==> config.mk <==
export PLATFORM = sky130hd
export DESIGN_NAME = clmul_unit
export DESIGN_NICKNAME = d
export VERILOG_FILES = /design/src/rtl/clmul_pkg.sv /design/src/rtl/clmul_comb.sv /design/src/rtl/clmul_iter.sv /design/src/rtl/clmul_slice.sv /design/src/rtl/clmul_unit.sv
export SDC_FILE = /design/constraint.sdc
export NUM_CORES = 1
export LEC_CHECK = 0
export ABC_AREA = 1
export BUFFER_PORTS_ARGS = -buffer_cell sky130_fd_sc_hd__clkbuf_2
export CORE_MARGIN = 3
export CORE_UTILIZATION = 55
export DETAILED_ROUTE_END_ITERATION = 6
export GPL_TIMING_DRIVEN = 0
export HOLD_SLACK_MARGIN = 0.08
export MAX_ROUTING_LAYER = met4
export PLACE_DENSITY = 0.76
export SETUP_SLACK_MARGIN = 0.3
export SLEW_MARGIN = 20
export SYNTH_ARGS = -nofsm -noshare
export SYNTH_HDL_FRONTEND = slang
export SYNTH_SLANG_ARGS = --single-unit
==> constraint.sdc <==
create_clock -name clk -period 1.4 [get_ports clk]
set_input_delay 0.14 -clock clk [delete_from_list [all_inputs] [get_ports clk]]
set_output_delay 0.14 -clock clk [all_outputs]
set_load 0.05 [all_outputs]
==> src/rtl/clmul_pkg.sv <==
package clmul_pkg;

    typedef enum logic [1:0] {
        SEL_LOW   = 2'b00,
        SEL_HIGH  = 2'b01,
        SEL_SHIFT = 2'b10,
        SEL_ZERO  = 2'b11
    } sel_e;

    typedef enum logic [1:0] {
        ST_IDLE = 2'b00,
        ST_RUN  = 2'b01,
        ST_DONE = 2'b10
    } state_e;

endpackage

==> src/rtl/clmul_comb.sv <==
module clmul_comb #(
    parameter int WIDTH = 32
) (
    input  logic [WIDTH-1:0]   a,
    input  logic [WIDTH-1:0]   b,
    output logic [2*WIDTH-1:0] prod
);
    localparam int PW = 2 * WIDTH;

    logic [PW-1:0] part [WIDTH];

    // one shifted copy of b per bit of a
    for (genvar i = 0; i < WIDTH; i++) begin : g_part
        assign part[i] = a[i] ? ({{WIDTH{1'b0}}, b} << i) : '0;
    end

    always_comb begin
        prod = '0;
        for (int i = 0; i < WIDTH; i++) begin
            prod = prod ^ part[i];
        end
    end
endmodule

==> src/rtl/clmul_iter.sv <==
module clmul_iter #(
    parameter int WIDTH = 32
) (
    input  logic               clk,
    input  logic               rst_n,
    input  logic               load,
    input  logic               step,
    input  logic [WIDTH-1:0]   a,
    input  logic [WIDTH-1:0]   b,
    output logic [2*WIDTH-1:0] prod
);
    localparam int PW = 2 * WIDTH;

    logic [WIDTH-1:0] a_sh;
    logic [PW-1:0]    b_sh;
    logic [PW-1:0]    acc;

    always_ff @(posedge clk or negedge rst_n) begin
        if (!rst_n) begin
            a_sh <= '0;
            b_sh <= '0;
            acc  <= '0;
        end else if (load) begin
            a_sh <= a;
            b_sh <= {{WIDTH{1'b0}}, b};
            acc  <= '0;
        end else if (step) begin
            if (a_sh[0]) begin
                acc <= acc ^ b_sh;
            end
            a_sh <= a_sh >> 1;
            b_sh <= b_sh << 1;
        end
    end

    assign prod = acc;
endmodule

==> src/rtl/clmul_slice.sv <==
module clmul_slice
    import clmul_pkg::*;
#(
    parameter int WIDTH = 32
) (
    input  logic [2*WIDTH-1:0] prod,
    input  sel_e               sel,
    output logic [WIDTH-1:0]   win
);
    always_comb begin
        unique case (sel)
            SEL_LOW:   win = prod[WIDTH-1:0];
            SEL_HIGH:  win = prod[2*WIDTH-1:WIDTH];
            SEL_SHIFT: win = prod[2*WIDTH-2:WIDTH-1];
            SEL_ZERO:  win = '0;
            default:   win = '0;
        endcase
    end
endmodule

==> src/rtl/clmul_unit.sv <==
module clmul_unit
    import clmul_pkg::*;
#(
    parameter int WIDTH     = 32,
    parameter bit ITERATIVE = 1'b1
) (
    input  logic             clk,
    input  logic             rst_n,
    input  logic             in_valid,
    output logic             in_ready,
    input  logic [WIDTH-1:0] op_a,
    input  logic [WIDTH-1:0] op_b,
    input  logic [1:0]       op_sel,
    output logic             out_valid,
    input  logic             out_ready,
    output logic [WIDTH-1:0] out_data
);
    localparam int PW = 2 * WIDTH;
    localparam int CW = $clog2(WIDTH + 1);
    localparam logic [CW-1:0] LAST = CW'(WIDTH - 1);

    state_e        state_q, state_d;
    logic [CW-1:0] cnt_q;
    sel_e          sel_q;
    logic          accept, step, last_step;
    logic [PW-1:0] prod;

    assign accept    = in_valid && in_ready;
    assign last_step = (cnt_q == LAST);

    // state register
    always_ff @(posedge clk or negedge rst_n) begin
        if (!rst_n) state_q <= ST_IDLE;
        else        state_q <= state_d;
    end

    // transitions
    always_comb begin
        state_d = state_q;
        unique case (state_q)
            ST_IDLE: if (accept)    state_d = ITERATIVE ? ST_RUN : ST_DONE;
            ST_RUN:  if (last_step) state_d = ST_DONE;
            ST_DONE: if (out_ready) state_d = ST_IDLE;
            default:                state_d = ST_IDLE;
        endcase
    end

    // outputs decoded from state
    always_comb begin
        in_ready  = 1'b0;
        out_valid = 1'b0;
        step      = 1'b0;
        unique case (state_q)
            ST_IDLE: in_ready  = 1'b1;
            ST_RUN:  step      = 1'b1;
            ST_DONE: out_valid = 1'b1;
            default: ;
        endcase
    end

    always_ff @(posedge clk or negedge rst_n) begin
        if (!rst_n) begin
            cnt_q <= '0;
            sel_q <= SEL_LOW;
        end else if (accept) begin
            cnt_q <= '0;
            sel_q <= sel_e'(op_sel);
        end else if (step) begin
            cnt_q <= cnt_q + 1'b1;
        end
    end

    if (ITERATIVE) begin : g_iter
        clmul_iter #(.WIDTH(WIDTH)) u_eng (
            .clk   (clk),
            .rst_n (rst_n),
            .load  (accept),
            .step  (step),
            .a     (op_a),
            .b     (op_b),
            .prod  (prod)
        );
    end else begin : g_comb
        logic [PW-1:0] prod_c, prod_q;
        clmul_comb #(.WIDTH(WIDTH)) u_eng (
            .a    (op_a),
            .b    (op_b),
            .prod (prod_c)
        );
        always_ff @(posedge clk or negedge rst_n) begin
            if (!rst_n)      prod_q <= '0;
            else if (accept) prod_q <= prod_c;
        end
        assign prod = prod_q;
    end

    clmul_slice #(.WIDTH(WIDTH)) u_slice (
        .prod (prod),
        .sel  (sel_q),
        .win  (out_data)
    );
endmodule

==> flow_metrics.tcl, run 1 <==
set metrics [dict create \
    die_height_um 131 \
    placed_cells 1505 \
    synth_compound_area_frac 0.0579 \
    crit_endpoint "out_data[21]" \
    start_util 0.565 \
    postSynthCellCount 1190 \
    synth_area_leaders "dfrtp_1, nand2_1, inv_1, nand4_1, nand3_1" \
    cts.root.buffer_cell "clkbuf_16" \
    clock_sinks 170 \
    io_pins 104 \
    num_rows 45 \
    status "did not finish" \
    synth_top_family_by_area "simple AND/OR/NAND/NOR gates" \
    htree_levels 4 \
    pre_cts_slack_ns -0.229 \
    stop_error "[ERROR DPL-0038] Utilization greater than 100%, impossible to legalize" \
    synth_top_area_share 0.494 \
    failed_stage "5_1_grt" \
    synth_top_area_cell "dfrtp_1" \
    die_w_um 131 \
    syn_avg_cell_area_um2 7.24 \
    synth_seq_cells 170 \
    synth_cell_type_count 21 \
    yosysWarnings 0 \
    synthSimpleGateAreaFrac 0.352 \
    io_buffer_count 103 \
    muxShareOfSynthArea 0 \
    dp_hpwl_um 16000 \
    placed_area_um2 10100 \
    clockBufferDepth 2 \
    gp_congestion 0.812 \
    syn_nets 1261 \
    synth_fa_ha_area_frac 0.00145 \
    synth_area_um2 8620 \
    cts_made_buffers 17 \
    synth_xor_area_frac 0 \
    grt_max_degree 90 \
    worstEpCategory "top-level output" \
    yosysSeqAreaShare 0.494 \
]
-- repair_timing --
item	4_1_cts
gates cloned	31
pin swaps	84
setup endpoints to repair	204
setup buffers	40
endpoints found under the hold margin	147
hold buffers	66
resized for setup	471
-- kinds of logic after synthesis --
family	count (synthesis)
adder cells (fa/ha/maj)	1
AND/OR/NAND/NOR	741
AO/OA/AOI/OAI	74
buffers and inverters	204
flip-flops	170
-- synthesized netlist by cell type (all sizes together) --
cell type and count:
inv 141, a21boi 1, nand3b 1, nor2 11, buf 38, o21bai 1, clkbuf 25, o22ai 32
o21ai 8, dfrtp 170, ha 1, o211ai 32, nand4 65, nand2 599, nand3 65
-- through the flow --
step	utilization	hold slack (ns)
4_1_cts	0.944	-0.230
3_5_place_dp	0.664	0.226
3_3_place_gp	0.662	0.347
2_1_floorplan	-	-0.156
==> run 2, diff against run 1 <==
Settings changed: CORE_UTILIZATION 55 to 40, HOLD_SLACK_MARGIN 0.08 to not set, MAX_ROUTING_LAYER met4 to not set, PLACE_DENSITY 0.76 to not set, PLACE_DENSITY_LB_ADDON set to 0.15, SETUP_SLACK_MARGIN 0.3 to not set.
==> flow_metrics.tcl, run 2 <==
set metrics [dict create \
    synth_area_um2 8620 \
    cts.clk_slew.worst_paths_ns 0.07 \
    hold_class "in2reg" \
    grt_usage 0.227 \
    start_util 0.409 \
    cts.root.buffer_cell "clkbuf_16" \
    die_area_um2 23300 \
    drv_cap 0 \
    hold_slack_ns -0.0107 \
    switching_share 0.237 \
    postSynthCellCount 1190 \
    crit_path_max_incr_delay_ns 0.44 \
    slew_headroom 0.665 \
    worstPathMaxFanout 7 \
    syn_nets 1261 \
    grt_pass1_wl_um 42800 \
    vias_per_cell 5.01 \
    antenna_cells 0 \
    setup_viol 85 \
    status "finished with violations" \
    final_common_cell "nand2_1" \
    synth_top_area_share 0.494 \
    violations "hold timing, setup timing" \
    seqCellArea_um2 4260 \
    yosysWarnings 0 \
    power_switching_mw 2.43 \
    clockBufferDepth 2 \
    cp_num_buf_inv 4 \
    worstMarginPinSlew_ns 0.503 \
    r2r_start "state_q[0]$_DFFE_PN0P_" \
    drt_iter0_markers 683 \
    synthToLayoutAreaGrowth_pct 51.0 \
    internal-power_mw 7.81 \
    worstSetupStartpointType "register" \
    synth_cell_type_count 21 \
    clockPowerShare 0.484 \
    final_core_util 0.617 \
    placed_cells 1570 \
    worst_ir_drop_vdd_mv 0.713 \
    synth_common_cells "nand2_1, dfrtp_1, inv_1" \
    ys.flop_type "dfrtp_1" \
    dp_hpwl_um 16300 \
    vias 8535 \
    grt_max_degree 82 \
    cp_common_cell "clkbuf_16" \
    layout_common_cells "nand2_1, dfrtp_1, inv_1" \
    clock_sinks 170 \
    synth_area_leaders "dfrtp_1, nand2_1, inv_1, nand4_1, nand3_1" \
    crit_slowest_cell "dfrtp_2" \
    rsz0062_at_grt "yes" \
    hold_depth 3 \
    die_w_um 153 \
    grt_pass1_vias 8314 \
    p_per_area_nw_per_um2 787 \
    yosysSeqAreaShare 0.494 \
    worst_slack_ns -0.477 \
    syn_avg_cell_area_um2 7.24 \
    r2r_cells 7 \
    finalPower_mw 10.2 \
    cp.required_ns 1.26 \
    layout.nets 1488 \
    hold_end "g_iter.u_eng.a_sh[0]$_DFFE_PN0P_" \
    wirelength_um 27400 \
    seq_power_share 0.479 \
    timing.rr.end "g_iter.u_eng.prod[24]$_DFFE_PN0P_" \
    drc 0 \
    grt-ovfl-total 0 \
    io_buffer_count 103 \
    gp_congestion 0.808 \
    timing.fmax_mhz 533 \
    worstPathArrival_ns 1.74 \
    firstDrtPassIters 6 \
    min_period_ns 1.88 \
    synth.most_common_cell "nand2_1" \
    drtAntennaViolNets 0 \
    worstSetupPathType "reg2out" \
    crit_chain "inv_2 > nor2_4 > buf_12 > clkbuf_16 > nand2_2 > nand3_4 > clkbuf_16" \
    num_rows 53 \
    wl_per_cell_um 16.1 \
    r2r_setup_slack_ns -0.07 \
    insertion_delay_ns 0.45 \
    fill_cells 1812 \
    drive_gt1_frac 0.261 \
    synth-edff-count 0 \
    antenna_found_initial 0 \
    cp_top_family "buffers and inverters" \
    cts_made_buffers 17 \
    fin_cells 1705 \
    hp-start "op_a[0]" \
    multi_input_comb_area_um2 4230 \
    io_pins 104 \
    synth_seq_cells 170 \
    hold_viol_final 1 \
    end_kind "output port" \
    fin_crit_sh 1.34 \
    finClkSkew_ns 0.0151 \
    cellLeakagePower_nw 6.81 \
    die_height_um 153 \
    htree_levels 4 \
    synth_top_area_cell "dfrtp_1" \
    slew_violations 0 \
    cts_tree "built" \
    power_frac_comb 0.037 \
    design.core.area_um2 21100 \
    async_flop_share 1.00 \
]
-- run 2: cell counts after synthesis --
Identical to the previous run, type by type.
-- run 2: kinds of logic (layout without fill, tap and decap cells) --
| kind of cell | Yosys count | after routing | share of synthesized area |
|---|---|---|---|
| compound gates | 74 | 74 | 0.0579 |
| flops | 170 | 170 | 0.494 |
| simple gates | 741 | 741 | 0.352 |
| fa+ha+maj | 1 | 1 | 0.00145 |
| buf+inv | 204 | 444 | 0.0949 |
-- run 2: power groups by stage --
stage / sequential [mW] / clock (mW) / combinational (mW)
5_1_grt: 4.91 / 5.19 / 0.417
6_report: 4.91 / 4.95 / 0.375
3_3_place_gp: 5.01 / 0 / 0.203
3_5_place_dp: 5.00 / 0 / 0.224
2_1_floorplan: 5.00 / 0 / 0.00334
4_1_cts: 4.91 / 4.99 / 0.370
-- run 2: cell type report --
| cell class | instances | share of cell area |
|---|---|---|
| timing repair buffer | 212 | 0.177 |
| multi-input combinational | 816 | 0.325 |
| clock inverter | 15 | 0.0136 |
| sequential | 170 | 0.327 |
| tap | 275 | 0.0264 |
| clock buffer | 17 | 0.0327 |
| buffer | 59 | 0.0547 |
| inverter | 141 | 0.0437 |
-- run 2: worst max-delay path by stage --
stage | startpoint | end | cells after the start
floorplan | state_q[0]$_DFFE_PN0P_ | g_iter.u_eng.prod[45]$_DFFE_PN0P_ | 7
global placement | rst_n | g_iter.u_eng.a_sh[22]$_DFFE_PN0P_ | 1
detailed placement | sel_q[0]$_DFFE_PN0P_ | out_data[20] | 5
CTS | sel_q[1]$_DFFE_PN0P_ | out_data[10] | 7
global route | sel_q[0]$_DFFE_PN0P_ | out_data[1] | 6
finish | sel_q[1]$_DFFE_PN0P_ | out_data[1] | 7
-- run 2: what timing repair did --
item / in CTS / in global routing
setup buffers: 11 / 12
resized for setup: 202 / 180
cloned: 7 / 12
endpoints found under the hold margin: 160 / 0
pin swaps: 13 / 96
hold buffers: 66 / 0
endpoints found under the setup margin: 201 / 191
-- run 2: tightest hold or removal path: cells and delay by family --
family | cells | cell delay, ns
buffers and inverters | 1 | 0.09
and+or+nand+nor | 2 | 0.16
-- run 2: metrics by stage --
step	TNS, ns	area (µm²)	hold slack (ns)	setup slack, ns
2_1_floorplan	-0.526	8870	-0.156	-0.00903
5_1_grt	-20.39	13000	0.00547	-0.514
3_3_place_gp	-575.46	9730	0.348	-3.16
6_report	-15.78	13000	-0.0107	-0.477
3_5_place_dp	-42.00	9800	0.00253	-0.752
4_1_cts	-14.04	12100	0.0145	-0.445
-- run 2: metal layers --
metal | GRT usage | wire length (µm) | vias to the layer above
met4 | 0.0598 | 414 | 0
met5 | 0 | 0 | -
met1 | 0.310 | 12400 | 4049
met2 | 0.375 | 13200 | 242
li1 | - | - | 4211
met3 | 0.0423 | 1430 | 33
No activity file was read; power rests on OpenSTA's default activity.
==> run 3, diff against run 2 <==
Settings changed: CORE_UTILIZATION 40 to 45.
Clock period 1.4 ns to 2.3 ns, I/O delays scaled along.
==> flow_metrics.tcl, run 3 (synthesized netlist as in run 2, its figures left out) <==
set metrics [dict create \
    drt_iter0_markers 644 \
    fin_crit_sh 0.941 \
    wirelength_um 22700 \
    grt-ovfl-total 0 \
    clock_sinks 170 \
    dp_hpwl_um 16100 \
    min_period_ns 2.16 \
    power_switching_mw 1.33 \
    finClkSkew_ns 0.00675 \
    slew_headroom 0.537 \
    slew_violations 0 \
    cts_tree "built" \
    die_w_um 144 \
    htree_levels 4 \
    gp_congestion 0.882 \
    cp.required_ns 2.07 \
    drtAntennaViolNets 0 \
    final_core_util 0.559 \
    seqCellArea_um2 4250 \
    clockPowerShare 0.515 \
    antenna_found_initial 0 \
    cts.root.buffer_cell "clkbuf_16" \
    seq_power_share 0.463 \
    worstSetupStartpointType "register" \
    drc 0 \
    placed_cells 1524 \
    wl_per_cell_um 14.5 \
    end_kind "output port" \
    cts.clk_slew.worst_paths_ns 0.06 \
    worstMarginPinSlew_ns 0.695 \
    internal-power_mw 5.13 \
    cts_made_buffers 17 \
    worstSetupPathType "reg2out" \
    firstDrtPassIters 5 \
    start_util 0.469 \
    final_common_cell "nand2_1" \
    timing.fmax_mhz 462 \
    power_frac_comb 0.022 \
    synthToLayoutAreaGrowth_pct 19.2 \
    hold_class "in2reg" \
    post_cts.repair.setup_buffers 0 \
    num_rows 49 \
    design.core.area_um2 18400 \
    antenna_cells 0 \
    fill_cells 1750 \
    multi_input_comb_area_um2 3550 \
    layout.nets 1394 \
    die_height_um 144 \
    cellLeakagePower_nw 5.37 \
    layout_common_cells "nand2_1, dfrtp_1, inv_1" \
    hold_viol_final 0 \
    grt_max_degree 89 \
    insertion_delay_ns 0.43 \
    vias_per_cell 5.01 \
    grt_pass1_wl_um 37300 \
    worst_ir_drop_vdd_mv 0.627 \
    io_buffer_count 103 \
    io_pins 104 \
    rsz0062_at_grt "no" \
    worstPathArrival_ns 1.93 \
    clockBufferDepth 2 \
    status "finished clean" \
    grt_usage 0.227 \
    drive_gt1_frac 0.140 \
    grt_pass1_vias 7315 \
    vias 7842 \
    switching_share 0.205 \
    die_area_um2 20800 \
    drv_cap 0 \
    setup_viol 0 \
    fin_cells 1565 \
    worstPathMaxFanout 10 \
    p_per_area_nw_per_um2 628 \
]
-- run 3: cell count changes in the layout (fill, tap and decap cells not counted), sizes merged --
| cell | change |
|---|---|
| dlygate4sd3 | -57 |
| buf | -56 |
| clkbuf | +21 |
| inv | -5 |
| bufinv | +4 |
| clkinv | -3 |
| clkinvlp | +2 |
-- run 3: metrics by stage --
stage / hold WS [ns] / setup slack [ns] / cell area (µm²) / total power, mW / setup TNS [ns]
floorplan: -0.0656 / 0.578 / 8620 / 3.05 / 0
global placement: 0.440 / -2.26 / 9420 / 3.17 / -380.89
detailed placement: 0.304 / 0.358 / 9480 / 3.18 / 0
CTS: 0.00107 / 0.0310 / 10300 / 6.51 / 0
global route: 0.00647 / 0.000795 / 10300 / 6.65 / 0
finish: 0.00850 / 0.136 / 10300 / 6.46 / 0
-- run 3: what timing repair did --
action | 4_1_cts | 5_1_grt
endpoints found under the hold margin | 95 | 0
setup endpoints to repair | 30 | 31
gates resized for setup | 9 | 6
pin swaps | 0 | 0
hold buffers | 9 | 0
-- run 3: critical path, cell delays in order (launching register included) --
cell and delay, ns:
dfrtp_1 0.38, inv_1 0.08, nor2_2 0.25, clkbuf_2 0.30
nand2_1 0.07, nand3_1 0.13, clkbuf_2 0.30
-- run 3: worst paths after layout --
| check | startpoint | endpoint | slack (ns) | depth (start not counted) |
|---|---|---|---|---|
| max | sel_q[0]$_DFFE_PN0P_ | out_data[14] | 0.14 | 6 |
| min | op_a[26] | g_iter.u_eng.a_sh[26]$_DFFE_PN0P_ | 0.009 | 3 |
| max reg2reg | g_iter.u_eng.a_sh[0]$_DFFE_PN0P_ | g_iter.u_eng.prod[39]$_DFFE_PN0P_ | 0.64 | 4 |
| min reg2reg | g_iter.u_eng.a_sh[20]$_DFFE_PN0P_ | g_iter.u_eng.a_sh[19]$_DFFE_PN0P_ | 0.49 | 2 |
| max in group asynchronous | rst_n | g_iter.u_eng.b_sh[11]$_DFFE_PN0P_ | 1.14 | 4 |
| min in group asynchronous | rst_n | g_iter.u_eng.b_sh[58]$_DFFE_PN0P_ | 0.38 | 3 |
-- run 3: layer usage --
metal  GRT usage  routed length (µm)  vias to the layer above  part of all wire
li1            -                   -                     4018                 -
met1       0.321               10800                     3613              0.48
met2       0.347               10300                      180              0.45
met3      0.0559                1190                       31             0.053
met4      0.0673                 418                        0             0.018
met5           0                   0                        -                 0
-- run 3: area by class of cell --
class / count / share of cell area
Tap cell: 229 / 0.0279
Buffer: 63 / 0.0295
Multi-Input combinational cell: 816 / 0.346
Sequential cell: 170 / 0.414
Timing Repair Buffer: 114 / 0.0651
Clock inverter: 13 / 0.0233
Inverter: 141 / 0.0515
Clock buffer: 19 / 0.0431
-- run 3: power by group through the flow --
stage,clock [mW],sequential (mW),combinational [mW]
global route,3.50,2.99,0.165
detailed placement,0,3.05,0.137
finish,3.32,2.99,0.144
floorplan,0,3.05,0.00197
CTS,3.37,2.99,0.150
global placement,0,3.05,0.124
